===== config.mk =====
export PLATFORM = sky130hd
export DESIGN_NAME = uart_sleep_ctrl
export DESIGN_NICKNAME = d
export VERILOG_FILES = /design/src/rtl/uart_sleep_pkg.sv /design/src/rtl/uart_sleep_sync.sv /design/src/rtl/uart_sleep_modem_delta.sv /design/src/rtl/uart_sleep_fsm.sv /design/src/rtl/uart_sleep_ctrl.sv
export SDC_FILE = /design/constraint.sdc
export NUM_CORES = 1
export LEC_CHECK = 0
export BUFFER_PORTS_ARGS = -buffer_cell sky130_fd_sc_hd__buf_2
export CORE_MARGIN = 1.5
export CORE_UTILIZATION = 48
export CTS_BUF_LIST = sky130_fd_sc_hd__clkbuf_16
export CTS_CLUSTER_DIAMETER = 120
export DETAILED_ROUTE_END_ITERATION = 8
export GPL_TIMING_DRIVEN = 0
export HOLD_SLACK_MARGIN = 0.06
export PLACE_DENSITY_LB_ADDON = 0.15
export SLEW_MARGIN = 30
export SYNTH_ARGS = -nofsm -noshare
export SYNTH_HDL_FRONTEND = slang
export SYNTH_HIERARCHICAL = 1
export SYNTH_SLANG_ARGS = --single-unit

===== constraint.sdc =====
create_clock -name clk -period 2.07 [get_ports clk]
set_clock_uncertainty 0.1 [all_clocks]
set_input_delay 0.207 -clock clk [delete_from_list [all_inputs] [get_ports clk]]
set_output_delay 0.207 -clock clk [all_outputs]
set_load 0.02 [all_outputs]

===== src/rtl/uart_sleep_pkg.sv =====
package uart_sleep_pkg;

    typedef enum logic [1:0] {
        ST_AWAKE     = 2'd0,
        ST_SLEEP     = 2'd1,
        ST_WAKE_PEND = 2'd2
    } slp_state_e;

    localparam int MDM_CTS = 0;
    localparam int MDM_DSR = 1;
    localparam int MDM_RI  = 2;
    localparam int MDM_CD  = 3;
    localparam int MDM_W   = 4;

    // Sources able to bring a channel out of sleep
    typedef struct packed {
        logic start_edge;
        logic tx_load;
        logic modem;
    } wake_src_t;

    // Conditions that must all be true before a channel may sleep
    typedef struct packed {
        logic enabled;
        logic tx_empty;
        logic rx_empty;
        logic rx_idle;
        logic no_delta;
        logic no_irq;
    } idle_view_t;

    function automatic logic rx_idle_level(input logic ir);
        return ~ir;
    endfunction

    function automatic logic start_edge_seen(input logic prev, input logic cur, input logic ir);
        return (prev == rx_idle_level(ir)) && (cur != rx_idle_level(ir));
    endfunction

    function automatic logic start_blocked(input logic mdrop, input logic rxoff);
        return ~mdrop & rxoff;
    endfunction

    // New delta bits: any change, ring line on rising edge only
    function automatic logic [MDM_W-1:0] delta_new(input logic [MDM_W-1:0] prev,
                                                   input logic [MDM_W-1:0] cur);
        logic [MDM_W-1:0] d;
        d = prev ^ cur;
        d[MDM_RI] = ~prev[MDM_RI] & cur[MDM_RI];
        return d;
    endfunction

    function automatic logic all_idle(input idle_view_t v);
        return &v;
    endfunction

endpackage


===== src/rtl/uart_sleep_sync.sv =====
module uart_sleep_sync #(
    parameter int W      = 1,
    parameter int STAGES = 2
) (
    input  logic         clk,
    input  logic         rst,
    input  logic [W-1:0] d,
    output logic [W-1:0] q
);
    logic [W-1:0] pipe [STAGES];

    always_ff @(posedge clk) begin
        if (rst) begin
            for (int i = 0; i < STAGES; i++) pipe[i] <= '0;
        end else begin
            pipe[0] <= d;
            for (int i = 1; i < STAGES; i++) pipe[i] <= pipe[i-1];
        end
    end

    assign q = pipe[STAGES-1];
endmodule


===== src/rtl/uart_sleep_modem_delta.sv =====
module uart_sleep_modem_delta
    import uart_sleep_pkg::*;
(
    input  logic             clk,
    input  logic             rst,
    input  logic [MDM_W-1:0] lvl,
    input  logic             clr,
    output logic [MDM_W-1:0] delta,
    output logic             set_pulse
);
    logic [MDM_W-1:0] prev_q;
    logic [MDM_W-1:0] delta_q;
    logic [MDM_W-1:0] fresh;

    assign fresh = delta_new(prev_q, lvl);

    always_ff @(posedge clk) begin
        if (rst) begin
            prev_q  <= '0;
            delta_q <= '0;
        end else begin
            prev_q  <= lvl;
            delta_q <= clr ? fresh : (delta_q | fresh);
        end
    end

    assign delta     = delta_q;
    assign set_pulse = |fresh;
endmodule


===== src/rtl/uart_sleep_fsm.sv =====
module uart_sleep_fsm
    import uart_sleep_pkg::*;
(
    input  logic clk,
    input  logic rst,
    input  logic en,
    input  logic tx_empty,
    input  logic rx_ready,
    input  logic rx_lvl,
    input  logic ir_mode,
    input  logic mdrop_en,
    input  logic rx_dis,
    input  logic tx_load,
    input  logic delta_any,
    input  logic delta_set,
    input  logic irq_pend,
    input  logic iir_rd,
    input  logic wake_irq_dis,
    output logic sleep_o,
    output logic wake_flag_o
);
    slp_state_e state_q, state_d;
    logic       rx_prev_q;
    logic       flag_q;
    wake_src_t  src;
    idle_view_t view;
    logic       wake_ev;
    logic       causes_clear;

    always_comb begin
        src.start_edge = start_edge_seen(rx_prev_q, rx_lvl, ir_mode)
                       & ~start_blocked(mdrop_en, rx_dis);
        src.tx_load    = tx_load;
        src.modem      = delta_set;
    end

    assign wake_ev      = |src;
    assign causes_clear = ~flag_q & ~irq_pend & ~delta_any;

    always_comb begin
        view.enabled  = en;
        view.tx_empty = tx_empty;
        view.rx_empty = ~rx_ready;
        view.rx_idle  = (rx_lvl == rx_idle_level(ir_mode));
        view.no_delta = ~delta_any;
        view.no_irq   = causes_clear & ~wake_ev;
    end

    always_comb begin
        state_d = state_q;
        unique case (state_q)
            ST_AWAKE:     if (all_idle(view)) state_d = ST_SLEEP;
            ST_SLEEP:     if (!en) state_d = ST_AWAKE;
                          else if (wake_ev) state_d = ST_WAKE_PEND;
            ST_WAKE_PEND: if (!en || causes_clear) state_d = ST_AWAKE;
            default:      state_d = ST_AWAKE;
        endcase
    end

    always_ff @(posedge clk) begin
        if (rst) begin
            state_q   <= ST_AWAKE;
            rx_prev_q <= 1'b0;
            flag_q    <= 1'b0;
        end else begin
            state_q   <= state_d;
            rx_prev_q <= rx_lvl;
            if (state_q == ST_SLEEP && state_d == ST_WAKE_PEND && !wake_irq_dis)
                flag_q <= 1'b1;
            else if (iir_rd)
                flag_q <= 1'b0;
        end
    end

    assign sleep_o     = (state_q == ST_SLEEP);
    assign wake_flag_o = flag_q;
endmodule


===== src/rtl/uart_sleep_ctrl.sv =====
module uart_sleep_ctrl
    import uart_sleep_pkg::*;
#(
    parameter int NUM_CH      = 2,
    parameter int REG_W       = 8,
    parameter int SYNC_STAGES = 2,
    localparam int CH_W       = (NUM_CH > 1) ? $clog2(NUM_CH) : 1,
    localparam int MDM_BITS   = NUM_CH * MDM_W
) (
    input  logic                clk,
    input  logic                rst,
    input  logic                cfg_wr_en,
    input  logic [CH_W-1:0]     cfg_wr_ch,
    input  logic [REG_W-1:0]    cfg_wr_data,
    input  logic                wake_irq_dis,
    input  logic                gbl_irq_dis,
    input  logic [NUM_CH-1:0]   lsr_temt,
    input  logic [NUM_CH-1:0]   lsr_dr,
    input  logic [NUM_CH-1:0]   rx_pin,
    input  logic [NUM_CH-1:0]   ir_mode,
    input  logic [MDM_BITS-1:0] modem_pin,
    input  logic [NUM_CH-1:0]   tx_load,
    input  logic [NUM_CH-1:0]   mdrop_en,
    input  logic [NUM_CH-1:0]   rx_dis,
    input  logic [NUM_CH-1:0]   irq_pend,
    input  logic [NUM_CH-1:0]   msr_rd,
    input  logic [NUM_CH-1:0]   iir_rd,
    output logic [REG_W-1:0]    sleep_reg,
    output logic [NUM_CH-1:0]   sleep_ind,
    output logic [NUM_CH-1:0]   clk_en,
    output logic [NUM_CH-1:0]   wake_irq,
    output logic [MDM_BITS-1:0] msr_delta,
    output logic                host_irq
);
    logic [REG_W-1:0]  reg_q;
    logic [NUM_CH-1:0] delta_any;
    logic              unused_wr_hi;

    assign unused_wr_hi = ^cfg_wr_data[REG_W-1:NUM_CH];

    // Each channel may only load its own enable bit
    always_ff @(posedge clk) begin
        if (rst) begin
            reg_q <= '0;
        end else if (cfg_wr_en) begin
            for (int c = 0; c < NUM_CH; c++)
                if (cfg_wr_ch == CH_W'(c)) reg_q[c] <= cfg_wr_data[c];
        end
    end

    assign sleep_reg = reg_q;

    for (genvar c = 0; c < NUM_CH; c++) begin : g_ch
        logic [MDM_W:0]   sync_q;
        logic [MDM_W-1:0] dlt;
        logic             dlt_set;

        uart_sleep_sync #(.W(MDM_W + 1), .STAGES(SYNC_STAGES)) u_sync (
            .clk (clk),
            .rst (rst),
            .d   ({modem_pin[c*MDM_W +: MDM_W], rx_pin[c]}),
            .q   (sync_q)
        );

        uart_sleep_modem_delta u_delta (
            .clk       (clk),
            .rst       (rst),
            .lvl       (sync_q[MDM_W:1]),
            .clr       (msr_rd[c]),
            .delta     (dlt),
            .set_pulse (dlt_set)
        );

        assign delta_any[c]                 = |dlt;
        assign msr_delta[c*MDM_W +: MDM_W]  = dlt;

        uart_sleep_fsm u_fsm (
            .clk          (clk),
            .rst          (rst),
            .en           (reg_q[c]),
            .tx_empty     (lsr_temt[c]),
            .rx_ready     (lsr_dr[c]),
            .rx_lvl       (sync_q[0]),
            .ir_mode      (ir_mode[c]),
            .mdrop_en     (mdrop_en[c]),
            .rx_dis       (rx_dis[c]),
            .tx_load      (tx_load[c]),
            .delta_any    (delta_any[c]),
            .delta_set    (dlt_set),
            .irq_pend     (irq_pend[c]),
            .iir_rd       (iir_rd[c]),
            .wake_irq_dis (wake_irq_dis),
            .sleep_o      (sleep_ind[c]),
            .wake_flag_o  (wake_irq[c])
        );
    end

    assign clk_en   = ~sleep_ind;
    assign host_irq = ~gbl_irq_dis & (|(wake_irq | irq_pend | delta_any));
endmodule


==> flow_metrics.tcl <==
set metrics [dict create \
    grt_pass1_vias 1279 \
    powerDensity_mw_per_mm2 786 \
    required_ns 2.15 \
    arrival_ns 1.93 \
    vdd_drop_max_v 0.000762 \
    largest-register "g_ch.u_sync/pipe" \
    syn_avg_cell_area_um2 9.99 \
    port_buffers 52 \
    tightestPinTransition_ns 0.851 \
    core_mm2 0.00363 \
    layout.nets 297 \
    initial_core_util_pct 49.8 \
    use_met3_pct 5.11 \
    internal_power_uw 1460 \
    combPwrFrac_pct 10.7 \
    cts_tree "done" \
    whs_ns 0.0848 \
    insertion_delay_ns 0.28 \
    netlist_instances 181 \
    use_met1_pct 17.6 \
    p_switching_uw 412 \
    grt-busiest-layer "met2" \
    setup_tns_ns 0 \
    synth-seq-cells 46 \
    ant_nets 0 \
    post-dp-hpwl_um 2060 \
    wl_per_cell_um 9.70 \
    total_power_uw 1880 \
    drive_gt1_share_pct 34.0 \
    min-delay-path-class "in2reg" \
    fill_cells 330 \
    power_frac_seq_pct 49.7 \
    final_cells 304 \
    slew_viol_final 0 \
    yosysTopAreaCell "dfxtp_1" \
    sw_frac_of_total_pct 21.9 \
    cts-root-buf "clkbuf_16" \
    ys_warn_count 6 \
    final.min_clock_period_ns 1.86 \
    maxSlewHeadroom_pct 43.3 \
    post-route-period-util_pct 89.8 \
    grt_pass1_wl_um 5180 \
    overflow 0 \
    initialDrtViolationCount 86 \
    async_flop_share_pct 0 \
    cts.htree.levels 2 \
    synthTopCellsByCount "dfxtp_1 (46), nor2b_1 (33), buf_4 (16)" \
    clockPowerShare_pct 39.6 \
    placed_cells 286 \
    synth_top_area_share_pct 50.9 \
    cts_buffer_depth 2 \
    path_clk_slew_ns 0.06 \
    achievable-frequency_mhz 538 \
    io_pins 65 \
    synth_area_leaders "dfxtp_1 (51%), nor2b_1 (11%), buf_4 (6.6%)" \
    first_pass_iters 4 \
    critPathKind "reg2reg" \
    dr_total_vias 1377 \
    grt_util_met2_pct 28.5 \
    synth_edf_count 0 \
    final_hold_viol_count 0 \
    drt_wl_total_um 2950 \
    antenna_found_initial 0 \
    grt_usage_pct 16.2 \
    crit_chain "or4_4, nor3_1, nand4b_1, a2111oi_2" \
    leakage_uw 0.00102 \
    dieWidth_um 64.4 \
    drc 0 \
    cpPeakStageDelay_ns 0.54 \
    ys_types 26 \
    status "completed" \
    crit_slowest_cell "or4_4" \
    maxCapViolations 0 \
    fp-row-count 22 \
    seq_area_frac_synth_pct 50.9 \
    cp-end-kind "flip-flop" \
    stdcell_area_mm2 0.00239 \
    worstPathMaxFanout 3 \
    finalSetupViolCount 0 \
    cts_setup_buffers 0 \
    num_antenna_cells 0 \
    die_area_mm2 0.00414 \
    place_congestion 0.757 \
    grt_setup_unrepaired "false" \
    numCtsBuffers 5 \
    syn_to_final_growth_pct 32.1 \
    chipHeight_um 64.4 \
    grt_max_degree 49 \
    synth.most_common_cell "dfxtp_1" \
    largest_reg_flops 20 \
    syn_area_mm2 0.00181 \
    cts_sinks 46 \
    placed_area_mm2 0.00215 \
    cp-start-kind "flip-flop" \
    routed_via_density 4.53 \
    synthFlopType "dfxtp_1" \
]
## power by group through the flow
stage / Sequential (uW) / Clock, uW / Combinational, uW
after floorplan: 962 / 0 / 103
after global placement: 951 / 0 / 185
after detailed placement: 952 / 0 / 187
after CTS: 933 / 772 / 201
after global routing: 936 / 825 / 219
final: 932 / 744 / 200
## area by class of cell
cell class	count	area (um^2)	share of cell area, %
Tap cell	48	60.1	2.51
Clock inverter	3	16.3	0.681
Multi-Input combinational cell	122	778	32.6
Buffer	16	120	5.03
Inverter	2	7.51	0.314
Sequential cell	46	921	38.6
Clock buffer	5	125	5.24
Timing Repair Buffer	62	360	15.1
## metrics by stage
stage	setup WS, ns	utilization, %
3_3_place_gp	0.196	59.1
2_1_floorplan	0.275	-
5_1_grt	0.0899	65.7
4_1_cts	0.198	65.5
3_5_place_dp	0.213	59.1
6_report	0.211	65.7
## cell usage in the layout, fill, tap and decap left out, types with 5 or more instances in the layout
cell           count
buf_2             52
dfxtp_1           46
nor2b_1           33
buf_4             16
nor2_1            12
a21oi_1           12
nand2_1           10
nand2b_1          10
dlygate4sd3_1     10
conb_1             6
xnor2_1            6
nand3b_1           6
clkbuf_16          5
## worst max-delay path: cells and delay by family (launching register included)
| family | cells | cell delay [ns] |
|---|---|---|
| AOI/OAI and AO/OA | 1 | 0.37 |
| and+or+nand+nor | 3 | 0.97 |
| DFF | 1 | 0.32 |
## per-layer routing
metal | wire length [um] | vias to the layer above | share of wire, %
met5 | 0 | - | 0
met4 | 29 | 0 | 0.98
met3 | 221 | 4 | 7.5
met2 | 1380 | 47 | 47
met1 | 1320 | 597 | 45
li1 | - | 729 | -
## cells by family (layout without fill, tap and decap cells)
kind of cell	count (synthesis)	in the layout	share of synthesized area [%]
xor+xnor	8	8	3.88
simple gates	87	87	29.3
other cells	1	6	0.207
compound gates	20	20	8.03
mux	1	1	0.554
flops	46	46	50.9
buf+inv	18	88	7.06
## worst paths after layout
path,from,to,slack (ns),cells past startpoint
worst min-delay path,cfg_wr_data[0],sleep_reg[0]$_SDFFE_PP0P_,0.08,3
worst max-delay path,g_ch[1].u_delta/delta[1]$_SDFF_PP0_,g_ch[1].u_fsm/state_q[0]$_SDFF_PP0_,0.21,4
worst max register to register,g_ch[1].u_delta/delta[1]$_SDFF_PP0_,g_ch[1].u_fsm/state_q[0]$_SDFF_PP0_,0.21,4
worst min register to register,g_ch[1].u_sync/pipe[0][0]$_SDFF_PP0_,g_ch[1].u_sync/pipe[0][5]$_SDFF_PP0_,0.33,1
## what timing repair did
action,in CTS,in global routing
resized for setup,0,0
hold buffers,9,1
endpoints found under the hold margin,9,1
No activity file was read; power rests on OpenSTA's default activity.
